===== config.mk =====
export PLATFORM = sky130hd
export DESIGN_NAME = pfm_mode_ctrl
export DESIGN_NICKNAME = d
export VERILOG_FILES = /design/src/rtl/pfm_mode_pkg.sv /design/src/rtl/pfm_flag_sync.sv /design/src/rtl/pfm_entry_qual.sv /design/src/rtl/pfm_burst_fsm.sv /design/src/rtl/pfm_mode_ctrl.sv
export SDC_FILE = /design/constraint.sdc
export NUM_CORES = 1
export LEC_CHECK = 0
export BUFFER_PORTS_ARGS = -buffer_cell sky130_fd_sc_hd__buf_2
export CAP_MARGIN = 30
export CORE_MARGIN = 1
export CORE_UTILIZATION = 60
export CTS_BUF_LIST = sky130_fd_sc_hd__clkbuf_2
export DETAILED_ROUTE_END_ITERATION = 6
export PLACE_DENSITY = 0.85
export SYNTH_ARGS = -nofsm -noshare
export SYNTH_HDL_FRONTEND = slang
export SYNTH_HIERARCHICAL = 1
export SYNTH_SLANG_ARGS = --single-unit

===== constraint.sdc =====
create_clock -name clk -period 2.55 [get_ports clk]
set_clock_uncertainty 0.2 [all_clocks]
set_input_delay 0.51 -clock clk [delete_from_list [all_inputs] [get_ports clk]]
set_output_delay 0.51 -clock clk [all_outputs]
set_load 0.02 [all_outputs]

===== src/rtl/pfm_mode_pkg.sv =====
`timescale 1ns/1ps
package pfm_mode_pkg;

    typedef enum logic [2:0] {
        ST_PWM     = 3'd0,
        ST_PFET_ON = 3'd1,
        ST_DEAD_PN = 3'd2,
        ST_NFET_ON = 3'd3,
        ST_DEAD_NP = 3'd4,
        ST_SLEEP   = 3'd5
    } mode_state_e;

    // bit positions inside the synchronized flag vector
    localparam int FLG_ZERO = 0;
    localparam int FLG_PKLO = 1;
    localparam int FLG_PLIM = 2;
    localparam int FLG_VHI  = 3;
    localparam int FLG_VLO  = 4;
    localparam int FLG_VLO2 = 5;
    localparam int FLG_NUM  = 6;

endpackage


===== src/rtl/pfm_flag_sync.sv =====
`timescale 1ns/1ps
module pfm_flag_sync #(
    parameter int WIDTH  = 6,
    parameter int STAGES = 2
) (
    input  logic             clk,
    input  logic             rst_n,
    input  logic [WIDTH-1:0] din,
    output logic [WIDTH-1:0] dout
);

    generate
        if (STAGES <= 1) begin : g_single
            logic [WIDTH-1:0] stage_q;
            always_ff @(posedge clk) begin
                if (!rst_n) stage_q <= '0;
                else        stage_q <= din;
            end
            assign dout = stage_q;
        end else begin : g_chain
            logic [STAGES-1:0][WIDTH-1:0] stage_q;
            always_ff @(posedge clk) begin
                if (!rst_n) stage_q <= '0;
                else        stage_q <= {stage_q[STAGES-2:0], din};
            end
            assign dout = stage_q[STAGES-1];
        end
    endgenerate

endmodule


===== src/rtl/pfm_entry_qual.sv =====
`timescale 1ns/1ps
module pfm_entry_qual #(
    parameter int QUAL_TICKS = 32
) (
    input  logic clk,
    input  logic rst_n,
    input  logic arm,
    input  logic cond,
    input  logic tick,
    output logic qualified
);

    localparam int CW = $clog2(QUAL_TICKS + 1);
    localparam logic [CW-1:0] CNT_MAX = CW'(QUAL_TICKS);

    logic [CW-1:0] cnt_q;

    always_ff @(posedge clk) begin
        if (!rst_n) begin
            cnt_q <= '0;
        end else if (!arm || !cond) begin
            cnt_q <= '0;
        end else if (tick && (cnt_q != CNT_MAX)) begin
            cnt_q <= cnt_q + 1'b1;
        end
    end

    assign qualified = arm && cond && (cnt_q == CNT_MAX);

endmodule


===== src/rtl/pfm_burst_fsm.sv =====
`timescale 1ns/1ps
module pfm_burst_fsm
    import pfm_mode_pkg::*;
(
    input  logic clk,
    input  logic rst_n,
    input  logic force_pwm,
    input  logic qualified,
    input  logic zero_s,
    input  logic plim_s,
    input  logic vhi_s,
    input  logic vlo_s,
    input  logic vlo2_s,
    output logic in_pwm,
    output logic pfm_mode,
    output logic pfet_req,
    output logic nfet_req,
    output logic sleep_out
);

    mode_state_e state_q;
    mode_state_e state_d;

    // next-state decision
    always_comb begin
        state_d = state_q;
        if (state_q == ST_PWM) begin
            if (!force_pwm && qualified)
                state_d = vhi_s ? ST_SLEEP : ST_PFET_ON;
        end else if (force_pwm || vlo2_s) begin
            state_d = ST_PWM;
        end else begin
            unique case (state_q)
                ST_PFET_ON: if (vhi_s || plim_s) state_d = ST_DEAD_PN;
                ST_DEAD_PN: state_d = ST_NFET_ON;
                ST_NFET_ON: if (zero_s) state_d = vhi_s ? ST_SLEEP : ST_DEAD_NP;
                ST_DEAD_NP: state_d = vhi_s ? ST_SLEEP : ST_PFET_ON;
                ST_SLEEP:   if (vlo_s) state_d = ST_PFET_ON;
                default:    state_d = ST_PWM;
            endcase
        end
    end

    // state register
    always_ff @(posedge clk) begin
        if (!rst_n) state_q <= ST_PWM;
        else        state_q <= state_d;
    end

    // outputs decoded from the state
    always_comb begin
        pfm_mode  = 1'b1;
        pfet_req  = 1'b0;
        nfet_req  = 1'b0;
        sleep_out = 1'b0;
        unique case (state_q)
            ST_PWM:     pfm_mode  = 1'b0;
            ST_PFET_ON: pfet_req  = 1'b1;
            ST_NFET_ON: nfet_req  = 1'b1;
            ST_SLEEP:   sleep_out = 1'b1;
            ST_DEAD_PN, ST_DEAD_NP: ;
            default:    pfm_mode  = 1'b0;
        endcase
    end

    assign in_pwm = (state_q == ST_PWM);

endmodule


===== src/rtl/pfm_mode_ctrl.sv =====
`timescale 1ns/1ps
module pfm_mode_ctrl
    import pfm_mode_pkg::*;
#(
    parameter int QUAL_TICKS  = 32,
    parameter int SYNC_STAGES = 2
) (
    input  logic clk,
    input  logic rst_n,
    input  logic force_pwm,
    input  logic pwm_tick,
    input  logic nfet_zero_i,
    input  logic peak_low_i,
    input  logic peak_lim_i,
    input  logic vout_hi_i,
    input  logic vout_lo_i,
    input  logic vout_lo2_i,
    output logic pfm_mode,
    output logic pfet_req,
    output logic nfet_req,
    output logic sleep_out
);

    logic [FLG_NUM-1:0] flags_raw;
    logic [FLG_NUM-1:0] flags_s;
    logic               in_pwm;
    logic               qualified;

    always_comb begin
        flags_raw           = '0;
        flags_raw[FLG_ZERO] = nfet_zero_i;
        flags_raw[FLG_PKLO] = peak_low_i;
        flags_raw[FLG_PLIM] = peak_lim_i;
        flags_raw[FLG_VHI]  = vout_hi_i;
        flags_raw[FLG_VLO]  = vout_lo_i;
        flags_raw[FLG_VLO2] = vout_lo2_i;
    end

    pfm_flag_sync #(.WIDTH(FLG_NUM), .STAGES(SYNC_STAGES)) u_sync (
        .clk   (clk),
        .rst_n (rst_n),
        .din   (flags_raw),
        .dout  (flags_s)
    );

    pfm_entry_qual #(.QUAL_TICKS(QUAL_TICKS)) u_qual (
        .clk       (clk),
        .rst_n     (rst_n),
        .arm       (in_pwm && !force_pwm),
        .cond      (flags_s[FLG_ZERO] || flags_s[FLG_PKLO]),
        .tick      (pwm_tick),
        .qualified (qualified)
    );

    pfm_burst_fsm u_fsm (
        .clk       (clk),
        .rst_n     (rst_n),
        .force_pwm (force_pwm),
        .qualified (qualified),
        .zero_s    (flags_s[FLG_ZERO]),
        .plim_s    (flags_s[FLG_PLIM]),
        .vhi_s     (flags_s[FLG_VHI]),
        .vlo_s     (flags_s[FLG_VLO]),
        .vlo2_s    (flags_s[FLG_VLO2]),
        .in_pwm    (in_pwm),
        .pfm_mode  (pfm_mode),
        .pfet_req  (pfet_req),
        .nfet_req  (nfet_req),
        .sleep_out (sleep_out)
    );

endmodule


Yosys cells after proc, flatten, opt, wreduce, memory -nomap -nowiden
Index checks and enable logic that the tools add are counted.
{ "classes": {"bitwise_logic": 1, "add_sub_neg": 1, "reduce_logical": 16, "n_mux": 13, "n_eq_ne": 11} }
{ "op_table": {"columns": ["cell", "n"], "rows": [
  ["2-to-1 mux 3 bit", 7],
  ["one-hot mux 3 bit (5 select lines)", 1],
  ["inequality test 4 x 3 -> 1 bit, second input constant", 2],
  ["adder 6 x 1 -> 6 bit, second input constant", 1],
  ["equality test 3 x 2 -> 1 bit, second input constant", 2],
  ["equality test 3 bit, second input constant", 2],
  ["equality test 6 bit, second input constant", 1],
  ["inequality test 6 bit, second input constant", 1],
  ["logical AND 1 bit", 5],
  ["2-to-1 mux 1 bit", 5],
  ["OR reduction 5 bit", 1],
  ["logical OR 1 bit", 4],
  ["inequality test 4 x 2 -> 1 bit, second input constant", 1],
  ["AND reduction 4 bit", 1],
  ["equality test 3 x 1 -> 1 bit, second input constant", 1],
  ["zero test 1 bit", 3],
  ["zero test 3 bit", 1],
  ["inequality test 2 x 1 -> 1 bit, second input constant", 1],
  ["OR reduction 2 bit", 1],
  ["inverter 1 bit", 1]
]} }
{ "word_totals": {"input_bits": 10, "ff_bits": 21, "elab_cells": 46} }

Longest topological paths before layout
Gate-level depths: netlist of run 1.
{ "depth": {"depth_word": 7, "ltp_mapped": 7, "ltp_nobuf": 7} }

Hierarchy
The synthesis of run 1 kept the hierarchy.
{ "modules_own_cells": {"columns": ["module", "n_inst", "cells_each", "area_per_inst_um2", "seq_area_each_um2"], "rows": [
  ["pfm_flag_sync", 1, 31, 381.6, 240.2],
  ["pfm_entry_qual", 1, 35, 315.3, 120.1],
  ["pfm_burst_fsm", 1, 35, 252.7, 60.1],
  ["pfm_mode_ctrl", 1, 2, 12.5, 0.0]
]} }

Worst setup path before layout of run 1
OpenSTA, ideal clock, no wires.
{ "synth_path": {"path_type": "register to register", "from": "reg u_fsm.state_q[0]", "to": "reg u_fsm.state_q[2]", "n_path_buf": 0, "synth_period_minus_slack_ns": 1.746, "setup_slack_ns": 0.804, "t_arrival_ns": 1.455, "path_stages_with_launch": 8, "required_time_ns": 2.259, "setup_ns": 0.091, "cell_sequence": "dfxtp_1 -> nor3_1 -> nor2b_1 -> and4_1 -> inv_1 -> o21ai_1 -> a21oi_1 -> a311oi_1"} }
{ "synth_via": {"elab_chain_cells": 7, "word_cells_on_any_way": 18, "classes_between": "9 x eq/ne; 3 x mux; 6 x reduce/logical"} }
{ "synth_rtl": {"columns": ["item", "line", "text"], "rows": [
  ["start, declared", "pfm_burst_fsm.sv:21", "mode_state_e state_q;"],
  ["start signal, assigned", "pfm_burst_fsm.sv:47", "else state_q <= state_d;"],
  ["zero test 3 bit", "pfm_burst_fsm.sv:66", "assign in_pwm = (state_q == ST_PWM);"],
  ["named net in_pwm", "pfm_mode_ctrl.sv:26", "logic in_pwm;"],
  ["logical AND 1 bit", "pfm_mode_ctrl.sv:49", ".arm (in_pwm && !force_pwm),"],
  ["logical AND 1 bit (2 in a row)", "pfm_entry_qual.sv:28", "assign qualified = arm && cond && (cnt_q == CNT_MAX);"],
  ["named net qualified", "pfm_mode_ctrl.sv:27", "logic qualified;"],
  ["logical AND 1 bit", "pfm_burst_fsm.sv:28", "if (!force_pwm && qualified)"],
  ["inequality test 2 x 1 -> 1 bit (no line)", null, null],
  ["AND reduction 4 bit (no line)", null, null]
]} }
The timed path passes the listed nets, and every way through them passes these cells.
A chain may end at the register's enable or synchronous reset.

Worst setup path in the final report of run 1
{ "layout_path": {"from": "reg u_fsm.state_q[2]", "to": "reg u_fsm.state_q[2]"} }
The elaborated chain is that of the path after synthesis.

==> reports/qor_table.md, run 1 <==
| Quantity | Reported | Unit |
| --- | --- | --- |
| Vias | 706 | - |
| XOR/XNOR share of the synthesized area | 1.821 | % |
| DRC viols | 0 | - |
| Cell area after synthesis | 962.2 | um2 |
| Startpoint-to-endpoint class of the critical path | flop to flop | - |
| Achievable frequency | 0.4816 | GHz |
| Layout Utilization | 66.45 | % |
| Crit Reg-Reg Startpoint | u_fsm/state_q[2]$_SDFFE_PN0P_ | - |
| Dominant delay contributor by cell family on the critical path | simple AND/OR/NAND/NOR gates | - |
| Number of max-cap violations | 0 | - |
| Post-synthesis compound-gate area fraction | 11.96 | % |
| DP Wirelength | 1124 | um |
| Peak ir drop on the vdd network | 0.4088 | mV |
| Start point of the worst min-delay path | peak_low_i | - |
| Sort of element at the start of the critical path | flop | - |
| Cell types with the highest counts after synthesis | 21 x sky130_fd_sc_hd__dfxtp_1, 9 x sky130_fd_sc_hd__nand2_1, 8 x sky130_fd_sc_hd__and2_2 | - |
| R2R cell count | 7 | - |
| Met3 Usage GRT | 2.586 | % |
| Slew of the pin with the lowest slew margin | 0.3747 | ns |
| Area share of the leading cell type in the synthesized netlist | 43.69 | % |
| Cell count after synthesis | 103 | - |
| Total buffers and inverters traversed by the critical path | 1 | - |
| Critical Path AT | 2.09 | ns |
| TritonCTS clock tree | done | - |
| Post-synthesis share of cell area spent on and, or, nand and nor gates | 29.39 | % |
| Areal power density over the cells | 679.2 | nW/um2 |
| Worst-path maximum fanout | 12 | - |
| Drt via density | 5.559 | - |
| Residual antenna-violating net count after detailed routing | 0 | - |
| Synthesized net count | 115 | - |
| Biggest area consumer among synthesized cells | sky130_fd_sc_hd__dfxtp_1 | - |
| TritonCTS sink count | 21 | - |
| Type of element capturing the critical path | flop | - |
| Number of placed I/O pins | 14 | - |
| Max-slew violation count | 0 | - |
| Fraction of layout instances using a drive strength above 1 | 26.13 | % |
| Clk root buf | sky130_fd_sc_hd__clkbuf_2 | - |
| Area growth from synthesis to layout | 4.031 | % |
| PortBufs | 13 | - |
| GR met1 Demand/Resource | 22.63 | % |
| Wire length of the first global-routing pass | 2566 | um |
| Critical path cell sequence | nor3_1, nor2b_1, and4_1, inv_1, o21ai_1, a21oi_1, a311oi_1 | - |
| Height of the die | 42.05 | um |
| Number of standard-cell rows in the floorplan | 14 | - |
| Maximum number of pins on one net before global-route repair | 18 | - |
| Number of design-rule violations left by the first detailed-router iteration | 18 | - |
| Clk Latency, worst-skew pair | 0.29 | ns |
| Gp weighted congestion | 0.8105 | - |
| Total clock buffers created by CTS | 3 | - |
| Die boundary width | 42.05 | um |
| Router iterations before antenna repair | 4 | - |
| Number of buffers inserted for hold repair after clock tree synthesis | 0 | - |
| Combinational family with the most area after synthesis | simple AND/OR/NAND/NOR gates | - |
| Number of global-route vias before repair | 665 | - |
| Detail-routed net length per standard cell | 11.74 | um |
| Result of the run | completed | - |
| Final count of hold timing violations | 0 | - |
| Wire length after detailed routing | 1491 | um |
| Starting utilization of the core area | 63.87 | % |
| Hold-critical path endpoint | u_sync/g_chain.stage_q[1]$_SDFF_PN0_ | - |
| Cell with the biggest individual delay on the critical path | sky130_fd_sc_hd__dfxtp_1 | - |
| Average cell area after synthesis | 9.341 | um2 |
| Global-route total usage across every layer | 18.73 | % |
| Aggregate negative setup slack | 0 | ns |
| Shortest clock period the worst path allows after layout | 2.077 | ns |
| Routing layer with the top usage in global route | met2 | - |
| Synth async-reset ratio | 0 | % |
| Met2 GRT Util | 33.44 | % |
| Worst hold path stage count | 2 | - |
| Number of register bits inferred by synthesis | 21 | - |
| Synth top area cells | sky130_fd_sc_hd__dfxtp_1 44%, sky130_fd_sc_hd__and2_2 6.2%, sky130_fd_sc_hd__buf_4 4.7% | - |
| Count of warnings emitted by yosys | 6 | - |
| Number of inserted diodes | 0 | - |
| Top FF cell, synth | sky130_fd_sc_hd__dfxtp_1 | - |
| Mux cell area share after synthesis | 2.081 | % |
| Final global-route overflow total | 0 | - |
| Clock input transition at the sequential cells of the worst setup and hold paths | 0.18 | ns |
| Resized cells post-CTS | 0 | - |
| Maximum single-stage delay on the critical path | 0.46 | ns |
| Area of the die | 1768 | um2 |
| Fraction of the yosys area taken by sequential cells | 43.69 | % |
| Worst min-delay path class | input pin to flop | - |
| Number of setup violations in the final report | 0 | - |
| Adder-cell share of the synthesized area | 2.601 | % |
| Fraction of the cycle the final worst path needs | 81.43 | % |
| Normalized max-slew margin | 74.98 | % |
| CP Data Required Time | 2.57 | ns |
| RR Endpoint | u_fsm/state_q[2]$_SDFFE_PN0P_ | - |
| Final-stage net count | 124 | - |
| R2r setup slk | 0.47 | ns |
| Reported leakage power | 0.4137 | nW |
| Unrepaired setup endpoints after global routing | false | - |
| Core area | 1506 | um2 |
| Number of enable flip-flop cells after synthesis | 0 | - |
| Max clock buf depth | 2 | - |
| Cell with the most instances after synthesis | sky130_fd_sc_hd__dfxtp_1 | - |
| Count of cell types in the netlist | 37 | - |
| H-tree Lvls | 1 | - |
| Setup fix buffers added after clock tree synthesis | 0 | - |
| Number of antenna violations at the first check in global routing | 0 | - |
[metrics by stage]
step	power [mW]	cell area, um2	std cells	hold slack (ns)	setup WS, ns
floorplan	0.5149	962.2	103	0.2119	0.8041
global route	0.7196	1001	127	0.1758	0.2964
detailed placement	0.5522	980.9	123	0.2309	0.5576
finish	0.6798	1001	127	0.2027	0.4735
CTS	0.6832	1001	127	0.1831	0.5105
global placement	0.5420	980.9	123	0.2206	0.6599
[layout by cell type, fill, tap and decap left out, drive strengths merged]
master / n
a311oi: 1
mux2i: 2
nor3b: 2
a211o: 1
a21oi: 6
nor4: 1
nor3: 4
xor2: 2
o311ai: 1
nand3b: 1
inv: 4
nor2b: 2
nor4b: 1
nand2: 9
or3: 1
buf: 13
ha: 2
o21a: 1
and2: 12
and4: 1
nor2: 5
and3b: 1
clkbuf: 4
a21boi: 2
and3: 2
nand3: 1
dfxtp: 21
o21ai: 4
nand4: 2
a32oi: 1
or2: 1
[report_power, final]
part	total (mW)	switching, mW	internal, mW
Sequential	0.386	0.0356	0.351
Clock	0.131	0.0892	0.0416
Combinational	0.163	0.0909	0.0720
[per-layer routing]
| layer | vias up | share of wire, % |
|---|---|---|
| li1 | 366 | - |
| met1 | 313 | 45 |
| met2 | 23 | 49 |
| met3 | 4 | 4.7 |
| met4 | 0 | 1.3 |
| met5 | - | 0 |
[how the worst max path moves through the flow]
stage                     slack, ns                          start  cells past startpoint                            end
after global routing           0.30  u_fsm/state_q[2]$_SDFFE_PN0P_                      7  u_fsm/state_q[2]$_SDFFE_PN0P_
after global placement         0.66  u_fsm/state_q[2]$_SDFFE_PN0P_                      7  u_fsm/state_q[2]$_SDFFE_PN0P_
after detailed placement       0.56  u_fsm/state_q[2]$_SDFFE_PN0P_                      7  u_fsm/state_q[2]$_SDFFE_PN0P_
after CTS                      0.51  u_fsm/state_q[2]$_SDFFE_PN0P_                      7  u_fsm/state_q[2]$_SDFFE_PN0P_
after floorplan                0.80  u_fsm/state_q[0]$_SDFFE_PN0P_                      7  u_fsm/state_q[2]$_SDFFE_PN0P_
final                          0.47  u_fsm/state_q[2]$_SDFFE_PN0P_                      7  u_fsm/state_q[2]$_SDFFE_PN0P_
[registers in the layout, summed over array words and instances (netlist names)]
name / count
u_fsm/state_q: 3
u_sync/g_chain.stage_q: 6
u_qual/cnt_q: 6
u_sync/dout: 6
[worst reg2reg max path, delay by kind of cell, from the launching register on]
kind	cells	cell delay (ns)
buffers and inverters	1	0.04
and+or+nand+nor	3	0.76
DFF	1	0.46
AOI/OAI and AO/OA	3	0.54
[layout make-up]
type	count	area, um2
fillers	120	505.5
multi-input cells	69	460.4
flip-flops and latches	21	420.4
repair buffers	13	65.06
clock buffers	4	20.02
well taps	16	20.02
inverters	4	15.01
[cells by family (layout without fill, tap and decap cells)]
family / count (synthesis) / count (layout)
muxes: 2 / 2
AOI/OAI and AO/OA: 17 / 17
and+or+nand+nor: 46 / 46
adders and majority gates: 2 / 2
DFF: 21 / 21
buffers and inverters: 13 / 21
xor gates and xnor gates: 2 / 2
Power figures use the tool's default switching activity.
==> inputs of run 2 (changes only) <==
--- a/config.mk
+++ b/config.mk
@@ -8,10 +8,10 @@
 export BUFFER_PORTS_ARGS = -buffer_cell sky130_fd_sc_hd__buf_2
 export CAP_MARGIN = 30
 export CORE_MARGIN = 1
-export CORE_UTILIZATION = 60
+export CORE_UTILIZATION = 52
 export CTS_BUF_LIST = sky130_fd_sc_hd__clkbuf_2
 export DETAILED_ROUTE_END_ITERATION = 6
-export PLACE_DENSITY = 0.85
+export PLACE_DENSITY = 0.79
 export SYNTH_ARGS = -nofsm -noshare
 export SYNTH_HDL_FRONTEND = slang
 export SYNTH_HIERARCHICAL = 1
==> constraint.sdc (replaced) <==
create_clock -name clk -period 1.78 [get_ports clk]
set_clock_uncertainty 0.2 [all_clocks]
set_input_delay 0.356 -clock clk [delete_from_list [all_inputs] [get_ports clk]]
set_output_delay 0.356 -clock clk [all_outputs]
set_load 0.02 [all_outputs]
==> run 2 against run 1 <==
Flip-flop and latch count did not move. Largest cell class unchanged. Via count up 4.0%. Clock power is 49% higher. First-iteration DRC count shrank 67%.
==> reports/qor_table.md, run 2 (synthesis gave the netlist of run 1 again) <==
| Quantity | Reported | Unit | Delta |
| --- | --- | --- | --- |
| Result of the run | completed | - |  |
| Number of standard-cell rows in the floorplan | 15 | - | +1 |
| Switching share of power | 30.97 | % | -0.76 points |
| Residual antenna-violating net count after detailed routing | 0 | - | unchanged |
| CP Data Required Time | 1.22 | ns | -1.35 ns |
| Gp weighted congestion | 0.7020 | - | -13% |
| Global-route total usage across every layer | 16.32 | % | -2.4 points |
| Core area | 1727 | um2 | +15% |
| Type of element capturing the critical path | output pin | - |  |
| Height of the die | 45.02 | um | +7.1% |
| Clock input transition at the sequential cells of the worst setup and hold paths | 0.20 | ns | +0.02 ns |
| Worst min-delay path class | input pin to flop | - |  |
| Detail-routed net length per standard cell | 10.24 | um | -13% |
| Fraction of layout instances using a drive strength above 1 | 38.21 | % | +12 points |
| Total power after layout | 1.119 | mW | +65% |
| Peak ir drop on the vdd network | 0.7689 | mV | +88% |
| Area of the die | 2026 | um2 | +15% |
| Instance count after placement with tap cells included | 139 | - | +13% |
| Leading cell type in the layout, fill and taps excluded | sky130_fd_sc_hd__dfxtp_1 | - |  |
| Normalized max-slew margin | 78.67 | % | +3.7 points |
| Area growth from synthesis to layout | 18.60 | % |  |
| Starting utilization of the core area | 55.72 | % | -8.1 points |
| Top library cells by usage in the layout, fill and taps aside | 17 x sky130_fd_sc_hd__dfxtp_1, 11 x sky130_fd_sc_hd__buf_2, 10 x sky130_fd_sc_hd__buf_4 | - |  |
| Hold Worst Slack | 0.03829 | ns | -0.1644 ns |
| Max-slew violation count | 0 | - | unchanged |
| Power share of the sequential group | 46.9 | % | -9.9 points |
| Unrepaired setup endpoints after global routing | true | - |  |
| Final-stage net count | 136 | - | +9.7% |
| Cell with the biggest individual delay on the critical path | sky130_fd_sc_hd__dfxtp_2 | - |  |
| DP Wirelength | 1019 | um | -9.3% |
| Number of placed I/O pins | 14 | - | unchanged |
| Number of antenna violations at the first check in global routing | 0 | - | unchanged |
| Shortest clock period the worst path allows after layout | 1.759 | ns |  |
| Layout Utilization | 66.09 | % | -0.36 points |
| Maximum number of pins on one net before global-route repair | 18 | - | unchanged |
| Clk Latency, worst-skew pair | 0.31 | ns | +0.02 ns |
| Drt via density | 4.959 | - | -11% |
| TritonCTS clock tree | done | - |  |
| PortBufs | 13 | - | unchanged |
| Max clock buf depth | 2 | - | unchanged |
| DRC viols | 0 | - | unchanged |
| Final count of hold timing violations | 0 | - | unchanged |
| Number of max-cap violations | 0 | - | unchanged |
| Achievable frequency | 0.5686 | GHz |  |
| Int Pwr | 0.7727 | mW | +66% |
| Number of setup violations in the final report | 0 | - | unchanged |
| Post-Layout Cell Count | 148 | - | +17% |
| Reported leakage power | 0.4804 | nW | +16% |
| Number of inserted diodes | 0 | - | unchanged |
| Startpoint-to-endpoint class of the critical path | flop to output pin | - |  |
| Worst-path maximum fanout | 2 | - | -10 |
| Total clock buffers created by CTS | 3 | - | unchanged |
| TritonCTS sink count | 21 | - | unchanged |
| Wire length after detailed routing | 1516 | um | +1.7% |
| Clock share of power | 17.5 | % | -1.7 points |
| Wire length of the first global-routing pass | 2394 | um | -6.7% |
| Switching power | 0.3467 | mW | +61% |
| H-tree Lvls | 1 | - | unchanged |
| Number of global-route vias before repair | 596 | - | -10% |
| Aggregate negative setup slack | 0 | ns | unchanged |
| Critical Path AT | 1.20 | ns | -0.89 ns |
| Areal power density over the cells | 981.1 | nW/um2 | +44% |
| Die boundary width | 45.02 | um | +7.1% |
| Final global-route overflow total | 0 | - | unchanged |
| Clk root buf | sky130_fd_sc_hd__clkbuf_2 | - |  |
| Combinational share of power | 35.7 | % | +12 points |
| Slew of the pin with the lowest slew margin | 0.3195 | ns | -0.05525 ns |
| Critical path cell sequence | nor3_2, buf_4, a21oi_1, buf_2 | - |  |
| Sort of element at the start of the critical path | flop | - |  |
| Vias | 734 | - | +4.0% |
| Number of design-rule violations left by the first detailed-router iteration | 6 | - | -12 |
| Maximum single-stage delay on the critical path | 0.37 | ns | -0.09 ns |
| Fraction of the cycle the final worst path needs | 98.81 | % |  |
| Router iterations before antenna repair | 4 | - | unchanged |
==> run 2: worst paths after layout <==
kind | endpoint | slack [ns] | startpoint | depth (start not counted)
worst max-delay path | pfm_mode | 0.02 | u_fsm/state_q[1]$_SDFFE_PN0P_ | 4
worst min-delay path | u_sync/g_chain.stage_q[5]$_SDFF_PN0_ | 0.04 | vout_lo2_i | 2
worst max register to register | u_fsm/state_q[0]$_SDFFE_PN0P_ | 0.12 | u_fsm/state_q[1]$_SDFFE_PN0P_ | 8
worst min register to register | u_sync/dout[4]$_SDFF_PN0_ | 0.26 | u_sync/g_chain.stage_q[4]$_SDFF_PN0_ | 1
==> run 2: per-stage QoR <==
stage	area [um2]	setup WS [ns]
floorplan	962.2	0.03406
global placement	1045	0.1246
detailed placement	1045	0.05726
CTS	1099	-0.009887
global route	1141	-0.09986
finish	1141	0.02121
==> run 2: layout make-up <==
class,instances,area [um2]
Clock buffer,3,15.01
Clock inverter,1,7.507
Sequential cell,21,425.4
Multi-Input combinational cell,69,474.2
Tap cell,25,31.28
Inverter,4,15.01
Timing Repair Buffer,25,172.7
Fill cell,149,585.6
==> run 2: repair_timing <==
action                                 4_1_cts  5_1_grt
pin swaps                                    0        3
buffers inserted                             1        2
setup endpoints to repair                    3        6
endpoints found under the hold margin        0        2
hold buffers                                 0        2
resized for setup                            8        4
gates cloned                                 0        0
==> run 2: per-layer routing <==
| metal | part of all wire (%) | routed length [um] | track usage, % |
|---|---|---|---|
| met5 | 0 | 0 | 0 |
| met2 | 47 | 711 | 25.22 |
| met4 | 0.79 | 12 | 9.091 |
| met3 | 3.0 | 46 | 3.600 |
| met1 | 49 | 746 | 21.00 |
==> run 2: worst max-delay path, delay by kind of cell (launching register included) <==
kind | cells | cell delay (ns)
flops | 1 | 0.37
buf+inv | 2 | 0.29
simple gates | 1 | 0.19
compound gates | 1 | 0.03
==> run 2: power groups by stage <==
| stage | combinational (mW) | sequential, mW | clock [mW] |
|---|---|---|---|
| floorplan | 0.207 | 0.531 | 0 |
| global route | 0.441 | 0.532 | 0.224 |
| finish | 0.399 | 0.525 | 0.195 |
| detailed placement | 0.345 | 0.525 | 0 |
| CTS | 0.362 | 0.524 | 0.206 |
| global placement | 0.338 | 0.524 | 0 |
